## src/rtl/irq_pkg.sv

```systemverilog
package irq_pkg;
  localparam int unsigned IRQ_LINES = 15;
  localparam int unsigned BUS_AW    = 8;
  localparam int unsigned BUS_DW    = 32;

  localparam logic [7:0] OFS_LEVEL = 8'h00;
  localparam logic [7:0] OFS_PEND  = 8'h04;
  localparam logic [7:0] OFS_FORCE = 8'h08;
  localparam logic [7:0] OFS_CLEAR = 8'h0C;
  localparam logic [7:0] OFS_MASK  = 8'h40;
endpackage

```

## src/rtl/irq_regs.sv

```systemverilog
module irq_regs
  import irq_pkg::*;
#(
  parameter int unsigned NLINES = IRQ_LINES,
  parameter int unsigned AW     = BUS_AW,
  parameter int unsigned DW     = BUS_DW
) (
  input  logic              clk,
  input  logic              rst_n,
  input  logic              psel,
  input  logic              penable,
  input  logic              pwrite,
  input  logic [AW-1:0]     paddr,
  input  logic [DW-1:0]     pwdata,
  input  logic [NLINES:1]   pend_i,
  output logic [NLINES:1]   level_o,
  output logic [NLINES:1]   mask_o,
  output logic [NLINES:1]   force_o,
  output logic [NLINES:1]   swclr_o,
  output logic [DW-1:0]     prdata
);
  localparam int unsigned PAD = DW - NLINES - 1;

  logic              wr_en;
  logic [NLINES:1]   wfield;
  logic [NLINES:1]   rfield;
  logic              unused_wdata;

  assign wr_en        = psel && penable && pwrite;
  assign wfield       = pwdata[NLINES:1];
  assign unused_wdata = ^{pwdata[DW-1:NLINES+1], pwdata[0]};

  always_ff @(posedge clk or negedge rst_n) begin
    if (!rst_n) begin
      level_o <= '0;
      mask_o  <= '0;
    end else if (wr_en) begin
      if (paddr == AW'(OFS_LEVEL)) level_o <= wfield;
      if (paddr == AW'(OFS_MASK))  mask_o  <= wfield;
    end
  end

  assign force_o = (wr_en && paddr == AW'(OFS_FORCE)) ? wfield : '0;
  assign swclr_o = (wr_en && paddr == AW'(OFS_CLEAR)) ? wfield : '0;

  always_comb begin
    rfield = '0;
    if (paddr == AW'(OFS_LEVEL)) rfield = level_o;
    if (paddr == AW'(OFS_PEND))  rfield = pend_i;
    if (paddr == AW'(OFS_MASK))  rfield = mask_o;
  end

  assign prdata = {{PAD{1'b0}}, rfield, 1'b0};
endmodule

```

## src/rtl/irq_pending.sv

```systemverilog
module irq_pending
  import irq_pkg::*;
#(
  parameter int unsigned NLINES = IRQ_LINES,
  localparam int unsigned NUM_W = $clog2(NLINES + 1)
) (
  input  logic             clk,
  input  logic             rst_n,
  input  logic [NLINES:1]  irq_i,
  input  logic [NLINES:1]  force_i,
  input  logic [NLINES:1]  swclr_i,
  input  logic             ack_valid_i,
  input  logic [NUM_W-1:0] ack_num_i,
  output logic [NLINES:1]  pend_o
);
  logic [NLINES:1] ack_hit;
  logic [NLINES:1] set_vec;
  logic [NLINES:1] clr_vec;

  for (genvar n = 1; n <= NLINES; n++) begin : g_ack
    assign ack_hit[n] = ack_valid_i && (ack_num_i == NUM_W'(n));
  end

  assign set_vec = irq_i | force_i;
  assign clr_vec = ack_hit | swclr_i;

  always_ff @(posedge clk or negedge rst_n) begin
    if (!rst_n) pend_o <= '0;
    else        pend_o <= (pend_o & ~clr_vec) | set_vec;
  end
endmodule

```

## src/rtl/irq_resolve.sv

```systemverilog
module irq_resolve
  import irq_pkg::*;
#(
  parameter int unsigned NLINES = IRQ_LINES,
  localparam int unsigned NUM_W = $clog2(NLINES + 1)
) (
  input  logic [NLINES:1]  pend_i,
  input  logic [NLINES:1]  mask_i,
  input  logic [NLINES:1]  level_i,
  output logic [NUM_W-1:0] req_o
);
  logic [NLINES:1] hi_set;
  logic [NLINES:1] lo_set;

  function automatic logic [NUM_W-1:0] top_index(input logic [NLINES:1] v);
    logic [NUM_W-1:0] idx;
    idx = '0;
    for (int n = 1; n <= NLINES; n++) begin
      if (v[n]) idx = NUM_W'(n);
    end
    return idx;
  endfunction

  assign hi_set = pend_i & mask_i & level_i;
  assign lo_set = pend_i & mask_i & ~level_i;
  assign req_o  = (|hi_set) ? top_index(hi_set) : top_index(lo_set);
endmodule

```

## src/rtl/irq_prio_ctrl.sv

```systemverilog
module irq_prio_ctrl
  import irq_pkg::*;
#(
  parameter int unsigned NLINES = IRQ_LINES,
  parameter int unsigned AW     = BUS_AW,
  parameter int unsigned DW     = BUS_DW,
  localparam int unsigned NUM_W = $clog2(NLINES + 1)
) (
  input  logic             clk,
  input  logic             rst_n,
  input  logic             psel,
  input  logic             penable,
  input  logic             pwrite,
  input  logic [AW-1:0]    paddr,
  input  logic [DW-1:0]    pwdata,
  output logic [DW-1:0]    prdata,
  output logic             pready,
  input  logic [NLINES:1]  irq_lines,
  input  logic             ack_valid,
  input  logic [NUM_W-1:0] ack_num,
  output logic [NUM_W-1:0] irq_req
);
  logic [NLINES:1] pend_q;
  logic [NLINES:1] level_q;
  logic [NLINES:1] mask_q;
  logic [NLINES:1] force_vec;
  logic [NLINES:1] swclr_vec;

  assign pready = 1'b1;

  irq_regs #(.NLINES(NLINES), .AW(AW), .DW(DW)) i_regs (
    .clk(clk), .rst_n(rst_n), .psel(psel), .penable(penable),
    .pwrite(pwrite), .paddr(paddr), .pwdata(pwdata), .pend_i(pend_q),
    .level_o(level_q), .mask_o(mask_q), .force_o(force_vec),
    .swclr_o(swclr_vec), .prdata(prdata)
  );

  irq_pending #(.NLINES(NLINES)) i_pending (
    .clk(clk), .rst_n(rst_n), .irq_i(irq_lines), .force_i(force_vec),
    .swclr_i(swclr_vec), .ack_valid_i(ack_valid), .ack_num_i(ack_num),
    .pend_o(pend_q)
  );

  irq_resolve #(.NLINES(NLINES)) i_resolve (
    .pend_i(pend_q), .mask_i(mask_q), .level_i(level_q), .req_o(irq_req)
  );
endmodule

```

## config.mk

```make
export PLATFORM = sky130hd
export DESIGN_NAME = irq_prio_ctrl
export DESIGN_NICKNAME = d
export VERILOG_FILES = /design/src/rtl/irq_pkg.sv /design/src/rtl/irq_regs.sv /design/src/rtl/irq_pending.sv /design/src/rtl/irq_resolve.sv /design/src/rtl/irq_prio_ctrl.sv
export SDC_FILE = /design/constraint.sdc
export NUM_CORES = 1
export LEC_CHECK = 0
export BUFFER_PORTS_ARGS = -buffer_cell sky130_fd_sc_hd__buf_2
export CORE_AREA = 2 2 76 78
export CTS_BUF_LIST = sky130_fd_sc_hd__clkbuf_4 sky130_fd_sc_hd__clkbuf_8
export DETAILED_ROUTE_END_ITERATION = 10
export DIE_AREA = 0 0 78 80
export PLACE_DENSITY = 0.82
export SLEW_MARGIN = 10
export SYNTH_ARGS = -nofsm -noshare
export SYNTH_HDL_FRONTEND = slang
export SYNTH_SLANG_ARGS = --single-unit
```

## constraint.sdc

```tcl
create_clock -name clk -period 4.5 [get_ports clk]
set_input_delay 0.45 -clock clk [delete_from_list [all_inputs] [get_ports clk]]
set_output_delay 0.45 -clock clk [all_outputs]
set_load 0.1 [all_outputs]
```

==> results of run 1 <==
==> per-layer routing <==
metal | vias to the layer above | track usage [%]
li1 | 1213 | -
met1 | 1293 | 31.90
met2 | 144 | 42.07
met3 | 25 | 4.864
met4 | 0 | 11.05
met5 | - | 0
==> power by group through the flow <==
stage / clock, mW / sequential [mW] / combinational, mW
after floorplan: 0 / 0.425 / 0.143
after global placement: 0 / 0.426 / 0.178
after detailed placement: 0 / 0.427 / 0.180
after CTS: 0.329 / 0.419 / 0.180
after global routing: 0.345 / 0.420 / 0.190
final: 0.327 / 0.419 / 0.181
==> cell families (layout without fill, tap and decap cells) <==
family                 count (synthesis)  after routing  synth area share, %
other                                  2             18               0.2544
multiplexers                          30             30                13.99
AO/OA/AOI/OAI                         88             88                22.26
AND/OR/NAND/NOR                       79             79                15.69
flip-flops                            45             45                38.15
buffers and inverters                 48             92                9.665
==> path summary, 6_finish.rpt <==
kind	from	endpoint	slack, ns	cells after the start
max in group asynchronous	rst_n	i_pending.pend_o[15]$_DFF_PN0_	3.57	1
min	rst_n	i_pending.pend_o[2]$_DFF_PN0_	0.31	1
min reg2reg	i_regs.mask_o[1]$_DFFE_PN0P_	i_regs.mask_o[1]$_DFFE_PN0P_	0.58	1
max reg2reg	i_pending.pend_o[3]$_DFF_PN0_	i_pending.pend_o[3]$_DFF_PN0_	3.41	3
max	i_regs.level_o[13]$_DFFE_PN0P_	irq_req[2]	1.60	6
min in group clk	irq_lines[9]	i_pending.pend_o[9]$_DFF_PN0_	0.34	2
==> layout by cell type (no fill, tap or decap), types with 4 or more instances in the layout <==
master / instances
conb_1: 18
inv_1: 18
nand2_1: 17
buf_2: 66
and3_1: 4
mux2_4: 20
a311o_1: 15
a21oi_1: 18
nand3_1: 20
a222oi_1: 15
clkbuf_8: 6
nor2_1: 6
and3b_1: 6
dfrtp_1: 45
nand4_1: 6
o21ai_0: 19
mux2_2: 10
==> cell type report <==
class	count	share of cell area (%)
multi-input combinational	215	47.99
clock buffer	7	2.702
sequential	45	33.77
timing repair buffer	66	9.906
inverter	18	2.026
tap	72	2.702
clock inverter	1	0.9006
==> cell usage after synthesis, types with 3 or more instances <==
cell and n:
dfrtp_1 45, buf_4 21, mux2_4 20, nand3_1 20, o21ai_0 19, a21oi_1 18
inv_1 18, nand2_1 17, a222oi_1 15, a311o_1 15, mux2_2 10, and3b_1 6
nand4_1 6, nor2_1 6, and3_1 4, buf_2 3, buf_6 3, clkbuf_1 3
nand3b_1 3, nor3_1 3, nor4_2 3, o211ai_1 3
==> worst register-to-register path, cell delays in order, from the launching register on <==
cell     delay (ns)
dfrtp_1        0.44
o21ai_0        0.12
a21oi_1        0.07
a311o_1        0.35
==> state kept, by name, indices dropped and copies added, names as in the netlist <==
name and cells:
i_regs.level_o 15, i_pending.pend_o 15, i_regs.mask_o 15
==> results.md, run 1 <==
- Nets@finish: 416
- Share of flip-flops with an asynchronous set or reset: 100.0%
- Ys Warns: 0
- Status: complete, no violations
- Vias in the first global route: 2,429
- Post-synthesis register bit count: 45
- Clock root buffer: clkbuf_8
- FF/Latch Area: 0.001126 sq mm
- CP max stage delay: 0.53 ns
- Initial antenna violation count: 0
- CTS buffer count: 5
- Crit share post-route: 64.49%
- Crit path arrival time: 2.45 ns
- Wire length on met1: 3.138 mm
- Largest net degree at the start of global routing: 46
- I/O pin count: 102
- Hold Path Class: primary input to asynchronous set/reset pin
- Wire length on met3: 577 um
- CTS tree: built
- Hpwl dp: 5.400 mm
- Crit-path max FO: 6
- Skew final: 0 ns
- TNS Setup: 0 ns
- Worst VDD drop: 0.2426 mV
- Post-synth cell types: 46
- First-pass GRT wire length: 12.15 mm
- Pins over their slew limit: 0
- Setup violators final: 0
- P_leak: 1.740 nW
- Area delta synth->final: 12.97%
- Fin area: 0.003334 sq mm
- Drt via density: 6.309
- Number of diodes: 0
- Syn_area_per_cell: 10.11 sq um
- Met2 WL: 3.726 mm
- Sw Ratio: 31.57%
- Internal power: 0.6350 mW
- Tightest Pin Transition: 1.067 ns
- Fillers: 482
- Top layer in use: met4
- Clock Latency Late Sink: 0.30 ns
- Sequential share of power: 45.2%
- Drt first pass iters: 5
- Max_cap viols: 0
- Die Area: 0.006240 sq mm
- Total Wirelength: 7.699 mm
- Core area: 0.005405 sq mm
- RSZ-0062 raised after global routing: false
- Cells after synthesis: 292
- Total clock sinks: 45
- Drt initial violations: 288
- Sequential share of the synthesized area: 38.15%
- Placer Congestion: 0.8902
- Hold Slack: 0.3101 ns
- P_sw: 0.2929 mW
- Clock buffer depth: 2
- Period minus WS final: 2.902 ns
- CP startpoint kind: register
- H-Tree Depth: 2
- Placed standard-cell area: 0.003214 sq mm
- Die width: 78 um
- Endpoints failing hold: 0
- Pwr dens: 278.3 mW/mm^2
- Peak Freq: 0.3446 GHz
- Buffers on Ports: 66
- Pre-CTS setup slack: 1.723 ns
- Hold Buf Count CTS: 0
- Pwr Total: 0.9279 mW
- Slowest CP cell: nor4_2
- Global router's overall resource usage: 25.20%
- Worst-path cell chain: nand3_1 > nand4_1 > nor4_2 > a211oi_1 > a21oi_1 > buf_2
- WP data required: 4.05 ns
- Top post-synthesis cells by area: dfrtp_1, mux2_4, buf_4
- Final setup margin: 1.598 ns
- Synth Flop Type: dfrtp_1
- Setup bufs post-CTS: 0
- CTS-repair resized insts: 0
- Setup CP Type: register to primary output
- Critical path's top delay family: simple AND/OR/NAND/NOR gates
- Placed Cells: 416
- Row count: 27
- Die Y: 80 um
- Synth area leader: dfrtp_1
- Gr ovfl total: 0
- Combinational share of power: 19.5%
- Clk pwr share: 35.3%
- Vias after detailed routing: 2,675
- Non-Filler Instances: 424
- Cell area after synthesis: 0.002952 sq mm
- Area of the multi-input gates: 0.001600 sq mm
- Clock-pin transition on the worst setup and hold timing paths: 0.09 ns
- Ratio of cells with drive above 1 in the final layout: 32.39%
- EDFF count, synth: 0
- Fin util: 61.69%
- DRC: 0
- ANT nets after route: 0
- WL/cell: 18.16 um
- Initial Utilization: 54.61%
- Slew headroom: 28.88%
- Synth top area share: 38.15%
- Worst Path Buf+Inv: 1
- Crit path capture type: primary output
(Power assumes the default switching activity.)
==> run 2: changes to the inputs <==
- CORE_AREA: 2 2 76 78 -> 2 2 83 85
- DIE_AREA: 0 0 78 80 -> 0 0 85 87
- PLACE_DENSITY: 0.82 -> 0.73
- clock period: 4.5 -> 2.3 ns (I/O delays scaled with it)
==> results.md, run 2 (synthesis gave the netlist of run 1 again) <==
- Status: finished with violations (was complete, no violations)
- Failing checks: negative setup slack
- Fillers: 568 (was 482)
- Origin of the critical flop-to-flop path: i_pending.pend_o[3]$_DFF_PN0_ (unchanged)
- Hold Slack: 0.09117 ns (was 0.3101 ns)
- Nets@finish: 427 (was 416)
- CP startpoint kind: register (unchanged)
- Total clock sinks: 45 (unchanged)
- Combinational share of power: 21.2% (was 19.5%)
- Critical path's top delay family: simple AND/OR/NAND/NOR gates (unchanged)
- Vias in the first global route: 2,570 (was 2,429)
- Worst Path Buf+Inv: 1 (unchanged)
- Clock-pin transition on the worst setup and hold timing paths: 0.08 ns (was 0.09 ns)
- Worst reg2reg setup slack: 1.23 ns (was 3.41 ns)
- Crit-path max FO: 6 (unchanged)
- Largest regs: i_pending.pend_o x15, i_regs.level_o x15, i_regs.mask_o x15 (unchanged)
- ANT nets after route: 0 (unchanged)
- Setup violators final: 2 (was 0)
- Pins over their slew limit: 0 (unchanged)
- Hpwl dp: 5.750 mm (was 5.400 mm)
- Drt via density: 6.034 (was 6.309)
- Most frequent cells in the layout: buf_2, dfrtp_1, mux2_4 (was buf_2, dfrtp_1, nand3_1, mux2_4, o21ai_0)
- P_sw: 0.5709 mW (was 0.2929 mW)
- Buffers on Ports: 66 (unchanged)
- WL/cell: 18.37 um (was 18.16 um)
- Worst VDD drop: 0.2794 mV (was 0.2426 mV)
- Sequential share of power: 44.6% (was 45.2%)
- Largest net degree at the start of global routing: 46 (unchanged)
- Vias after detailed routing: 2,673 (was 2,675)
- Area of the multi-input gates: 0.001675 sq mm (was 0.001600 sq mm)
- Placer Congestion: 0.8922 (was 0.8902)
- FF/Latch Area: 0.001132 sq mm (was 0.001126 sq mm)
- R2R Path End: i_pending.pend_o[3]$_DFF_PN0_ (unchanged)
- Drt initial violations: 221 (was 288)
- Die width: 85 um (was 78 um)
- Row count: 30 (was 27)
- Peak Freq: 0.4301 GHz
- P_leak: 1.857 nW (was 1.740 nW)
- Die Area: 0.007395 sq mm (was 0.006240 sq mm)
- Crit share post-route: 101.1%
- Clock root buffer: clkbuf_8 (unchanged)
- Sw Ratio: 30.99% (was 31.57%)
- H-Tree Depth: 2 (unchanged)
- Worst Reg2Reg Path Length in Cells: 3 (unchanged)
- Pwr dens: 486.6 mW/mm^2 (was 278.3 mW/mm^2)
- Die Y: 87 um (was 80 um)
- CTS buffer count: 5 (unchanged)
- Endpoints failing hold: 0 (unchanged)
- Initial Utilization: 44.93% (was 54.61%)
- Worst-path cell chain: nand3_2 > nand4_1 > nor4_4 > nand3_1 > o211ai_1 > clkbuf_16 (was nand3_1 > nand4_1 > nor4_2 > a211oi_1 > a21oi_1 > buf_2)
- Clock buffer depth: 2 (unchanged)
- Core area: 0.006569 sq mm (was 0.005405 sq mm)
- Slowest CP cell: nor4_4 (was nor4_2)
- Global router's overall resource usage: 22.10% (was 25.20%)
- Area delta synth->final: 28.27% (was 12.97%)
- Skew final: 0 ns (unchanged)
- Clk pwr share: 34.2% (was 35.3%)
- Total Wirelength: 8.137 mm (was 7.699 mm)
- Hold Path Class: primary input to asynchronous set/reset pin (unchanged)
- Clock Latency Late Sink: 0.30 ns (about the same)
- WP data required: 2.07 ns (was 4.05 ns)
- Final setup margin: -0.02520 ns (was 1.598 ns)
- Tightest Pin Transition: 1.004 ns (was 1.067 ns)
- Period minus WS final: 2.325 ns
- Most common cell after layout, fill and taps aside: buf_2 (unchanged)
- Hold Buf Count CTS: 0 (unchanged)
- Crit path capture type: primary output (unchanged)
- Gr ovfl total: 0 (unchanged)
- DRC: 0 (unchanged)
- Crit path arrival time: 2.10 ns (was 2.45 ns)
- RSZ-0062 raised after global routing: true (was false)
- Max_cap viols: 0 (unchanged)
- Slew headroom: 33.05% (was 28.88%)
- Pwr Total: 1.842 mW (was 0.9279 mW)
- Initial antenna violation count: 0 (unchanged)
- Setup CP Type: register to primary output (unchanged)
- Internal power: 1.271 mW (was 0.6350 mW)
- I/O pin count: 102 (unchanged)
- CTS tree: built (unchanged)
- Drt first pass iters: 6 (was 5)
- Number of diodes: 0 (unchanged)
- Ratio of cells with drive above 1 in the final layout: 38.84% (was 32.39%)
- First-pass GRT wire length: 12.81 mm (was 12.15 mm)
- CP max stage delay: 0.48 ns (was 0.53 ns)
run 2: worst max-delay path by stage:
| stage | start | end | depth (start not counted) |
|---|---|---|---|
| finish | i_pending.pend_o[1]$_DFF_PN0_ | irq_req[0] | 6 |
| global route | i_pending.pend_o[8]$_DFF_PN0_ | irq_req[0] | 6 |
| CTS | i_regs.level_o[8]$_DFFE_PN0P_ | irq_req[1] | 6 |
| detailed placement | i_pending.pend_o[7]$_DFF_PN0_ | irq_req[1] | 6 |
| global placement | i_pending.pend_o[7]$_DFF_PN0_ | irq_req[1] | 6 |
| floorplan | i_regs.mask_o[2]$_DFFE_PN0P_ | irq_req[0] | 5 |
run 2: layout make-up:
class | instances | area share [%]
clock buffers | 7 | 2.379
repair buffers | 77 | 18.24
flip-flops and latches | 45 | 29.91
well taps | 80 | 2.644
multi-input cells | 215 | 44.25
clock inverters | 1 | 0.7931
inverters | 18 | 1.785
run 2: worst register-to-register path: stages, from the launching register on:
cell	delay, ns
dfrtp_2	0.45
o21ai_0	0.11
a21oi_1	0.08
a311o_1	0.32
run 2: stage by stage:
step / TNS [ns] / cell area (sq um) / util (%) / std cells / setup WS, ns
2_1_floorplan: -0.5181 / 3048 / - / 308 / -0.2472
3_3_place_gp: 0 / 3561 / 54.21 / 428 / 0.2397
3_5_place_dp: 0 / 3561 / 54.21 / 428 / 0.2055
4_1_cts: 0 / 3696 / 56.27 / 438 / 0.003640
5_1_grt: -0.1859 / 3786 / 57.64 / 443 / -0.1011
6_report: -0.02561 / 3786 / 57.64 / 443 / -0.02520
run 2: power by group through the flow:
stage                     Sequential (mW)  Combinational, mW  Clock (mW)
final                               0.822              0.390       0.631
after global routing                0.824              0.411       0.674
after CTS                           0.820              0.386       0.637
after detailed placement            0.835              0.385           0
after global placement              0.834              0.381           0
after floorplan                     0.831              0.285           0
run 2: what timing repair did:
action	CTS	global route
resized for setup	0	16
setup buffers	2	5
endpoints found under the setup margin	3	4
pin swaps	2	7
hold endpoints to repair	0	0
run 2: layer usage:
layer / global-route usage (%) / routed length (um) / vias to the layer above / share of wire (%)
met5: 0 / 0 / - / 0
met1: 28.92 / 3456 / 1326 / 42
met3: 4.360 / 507 / 11 / 6.2
met2: 37.78 / 4057 / 103 / 50
met4: 5.483 / 115 / 0 / 1.4
li1: - / - / 1233 / -
==> run 3: changes to the inputs <==
- CTS_BUF_LIST: sky130_fd_sc_hd__clkbuf_4 sky130_fd_sc_hd__clkbuf_8 -> sky130_fd_sc_hd__clkbuf_8
==> results.md, run 3 (synthesis gave the netlist of run 1 again) <==
- Hold Path Class: primary input to asynchronous set/reset pin (unchanged)
- FF/Latch Area: 0.001132 sq mm (unchanged)
- Clock root buffer: clkbuf_8 (unchanged)
- WP data required: 2.07 ns (about the same)
- Fin area: 0.003782 sq mm (was 0.003786 sq mm)
- Clock Latency Late Sink: 0.30 ns (about the same)
- Period minus WS final: 2.317 ns (was 2.325 ns)
- I/O pin count: 102 (unchanged)
- Most frequent cells in the layout: buf_2, dfrtp_1, mux2_4 (unchanged)
- Slowest CP cell: nor4_4 (unchanged)
- Origin of the critical flop-to-flop path: i_pending.pend_o[3]$_DFF_PN0_ (unchanged)
- Drt via density: 6.041 (was 6.034)
- Initial antenna violation count: 0 (unchanged)
- RSZ-0062 raised after global routing: true (unchanged)
- WL/cell: 18.27 um (was 18.37 um)
- Die Area: 0.007395 sq mm (unchanged)
- Largest net degree at the start of global routing: 46 (unchanged)
- Setup violators final: 1 (was 2)
- Area delta synth->final: 28.15% (was 28.27%)
- Crit path capture type: primary output (unchanged)
- Vias in the first global route: 2,570 (unchanged)
- Hold Slack: 0.08680 ns (was 0.09117 ns)
- Crit path arrival time: 2.09 ns (was 2.10 ns)
- Core area: 0.006569 sq mm (unchanged)
- Worst Path Buf+Inv: 1 (unchanged)
- Peak Freq: 0.4316 GHz (was 0.4301 GHz)
- Hpwl dp: 5.750 mm (unchanged)
- Crit share post-route: 100.7% (was 101.1%)
- Max_cap viols: 0 (unchanged)
- H-Tree Depth: 2 (unchanged)
- Initial Utilization: 44.93% (unchanged)
- Area of the multi-input gates: 0.001675 sq mm (unchanged)
- Vias after detailed routing: 2,676 (was 2,673)
- DRC: 0 (unchanged)
- CTS buffer count: 5 (unchanged)
- Most common cell after layout, fill and taps aside: buf_2 (unchanged)
- Ratio of cells with drive above 1 in the final layout: 38.57% (was 38.84%)
- Slew headroom: 33.28% (was 33.05%)
- Drt first pass iters: 5 (was 6)
- First-pass GRT wire length: 12.81 mm (unchanged)
- CTS tree: built (unchanged)
- Worst Reg2Reg Path Length in Cells: 3 (unchanged)
- Worst reg2reg setup slack: 1.23 ns (about the same)
- CP max stage delay: 0.48 ns (about the same)
- Largest regs: i_pending.pend_o x15, i_regs.level_o x15, i_regs.mask_o x15 (unchanged)
- Final setup margin: -0.01697 ns (was -0.02520 ns)
- Gr ovfl total: 0 (unchanged)
- P_sw: 0.5756 mW (was 0.5709 mW)
- R2R Path End: i_pending.pend_o[3]$_DFF_PN0_ (unchanged)
- P_leak: 1.858 nW (was 1.857 nW)
- Critical path's top delay family: simple AND/OR/NAND/NOR gates (unchanged)
- Total Wirelength: 8.093 mm (was 8.137 mm)
- Global router's overall resource usage: 22.10% (unchanged)
- Tightest Pin Transition: 1.001 ns (was 1.004 ns)
- Fin util: 57.58% (was 57.64%)
- Sw Ratio: 31.44% (was 30.99%)
- Placed standard-cell area: 0.003561 sq mm (unchanged)
- Pwr Total: 1.831 mW (was 1.842 mW)
- Failing checks: negative setup slack (unchanged)
- Combinational share of power: 21.3% (was 21.2%)
- Setup CP Type: register to primary output (unchanged)
- Row count: 30 (unchanged)
- Endpoints failing hold: 0 (unchanged)
- Crit-path max FO: 6 (unchanged)
- CP startpoint kind: register (unchanged)
- Total clock sinks: 45 (unchanged)
- Sequential share of power: 44.9% (was 44.6%)
- Clock buffer depth: 2 (unchanged)
- ANT nets after route: 0 (unchanged)
- Worst VDD drop: 0.2797 mV (was 0.2794 mV)
- Internal power: 1.255 mW (was 1.271 mW)
- Setup crit start: i_pending.pend_o[1]$_DFF_PN0_ (unchanged)
- Clock-pin transition on the worst setup and hold timing paths: 0.08 ns (about the same)
- Nets@finish: 427 (unchanged)
- Clk pwr share: 33.9% (was 34.2%)
- Hold Buf Count CTS: 0 (unchanged)
- Buffers on Ports: 66 (unchanged)
- Pins over their slew limit: 0 (unchanged)
- Skew final: 0 ns (unchanged)
- Drt initial violations: 205 (was 221)
- Status: finished with violations (unchanged)
- Worst-path cell chain: nand3_2 > nand4_1 > nor4_4 > nand3_1 > o211ai_1 > clkbuf_16 (unchanged)
- Pwr dens: 484.0 mW/mm^2 (was 486.6 mW/mm^2)
- Number of diodes: 0 (unchanged)
- Die Y: 87 um (unchanged)
- Fillers: 568 (unchanged)
- Die width: 85 um (unchanged)
- Placer Congestion: 0.8922 (unchanged)
==> run 3: cell count changes in the layout (fill, tap and decap cells not counted) <==
cell      change
inv_1         +1
clkbuf_4      -1
==> run 3: through the flow <==
stage | instances | worst slack, ns | setup TNS, ns
5_1_grt | 443 | -0.09835 | -0.1775
3_3_place_gp | 428 | 0.2397 | 0
4_1_cts | 438 | 0.003345 | 0
6_report | 443 | -0.01697 | -0.01697
3_5_place_dp | 428 | 0.2055 | 0
2_1_floorplan | 308 | -0.2472 | -0.5181
==> run 3: metal layers <==
metal	share of wire [%]	global-route usage, %
met2	50	37.78
met5	0	0
met4	1.3	5.483
met1	42	28.92
met3	6.7	4.360
==> run 3: how the worst max path moves through the flow <==
stage / cells after the start / to / slack (ns)
2_1_floorplan: 5 / irq_req[0] / -0.25
3_3_place_gp: 6 / irq_req[1] / 0.24
3_5_place_dp: 6 / irq_req[1] / 0.21
4_1_cts: 6 / irq_req[1] / 0.003
5_1_grt: 6 / irq_req[0] / -0.1
6_report: 6 / irq_req[0] / -0.02
==> run 3: worst reg2reg max path, stage by stage (launching register included) <==
cell     delay (ns)
dfrtp_2        0.44
o21ai_0        0.11
a21oi_1        0.08
a311o_1        0.32
==> run 3: cell type report <==
cell class	count	area share, %
clock buffer	6	2.183
clock inverter	2	0.8932
inverter	18	1.786
multi-input combinational	215	44.29
sequential	45	29.94
tap	80	2.646
timing repair buffer	77	18.26
==> run 3: timing repair <==
action | 4_1_cts | 5_1_grt
setup endpoints to repair | 3 | 4
resized for setup | 0 | 16
pin swaps | 2 | 7
setup buffers | 2 | 5
==> run 3: power by group through the flow <==
| stage | logic (mW) | clock network, mW | registers [mW] |
|---|---|---|---|
| floorplan | 0.285 | 0 | 0.831 |
| global placement | 0.381 | 0 | 0.834 |
| detailed placement | 0.385 | 0 | 0.835 |
| CTS | 0.386 | 0.621 | 0.820 |
| global route | 0.411 | 0.656 | 0.824 |
| finish | 0.390 | 0.620 | 0.821 |
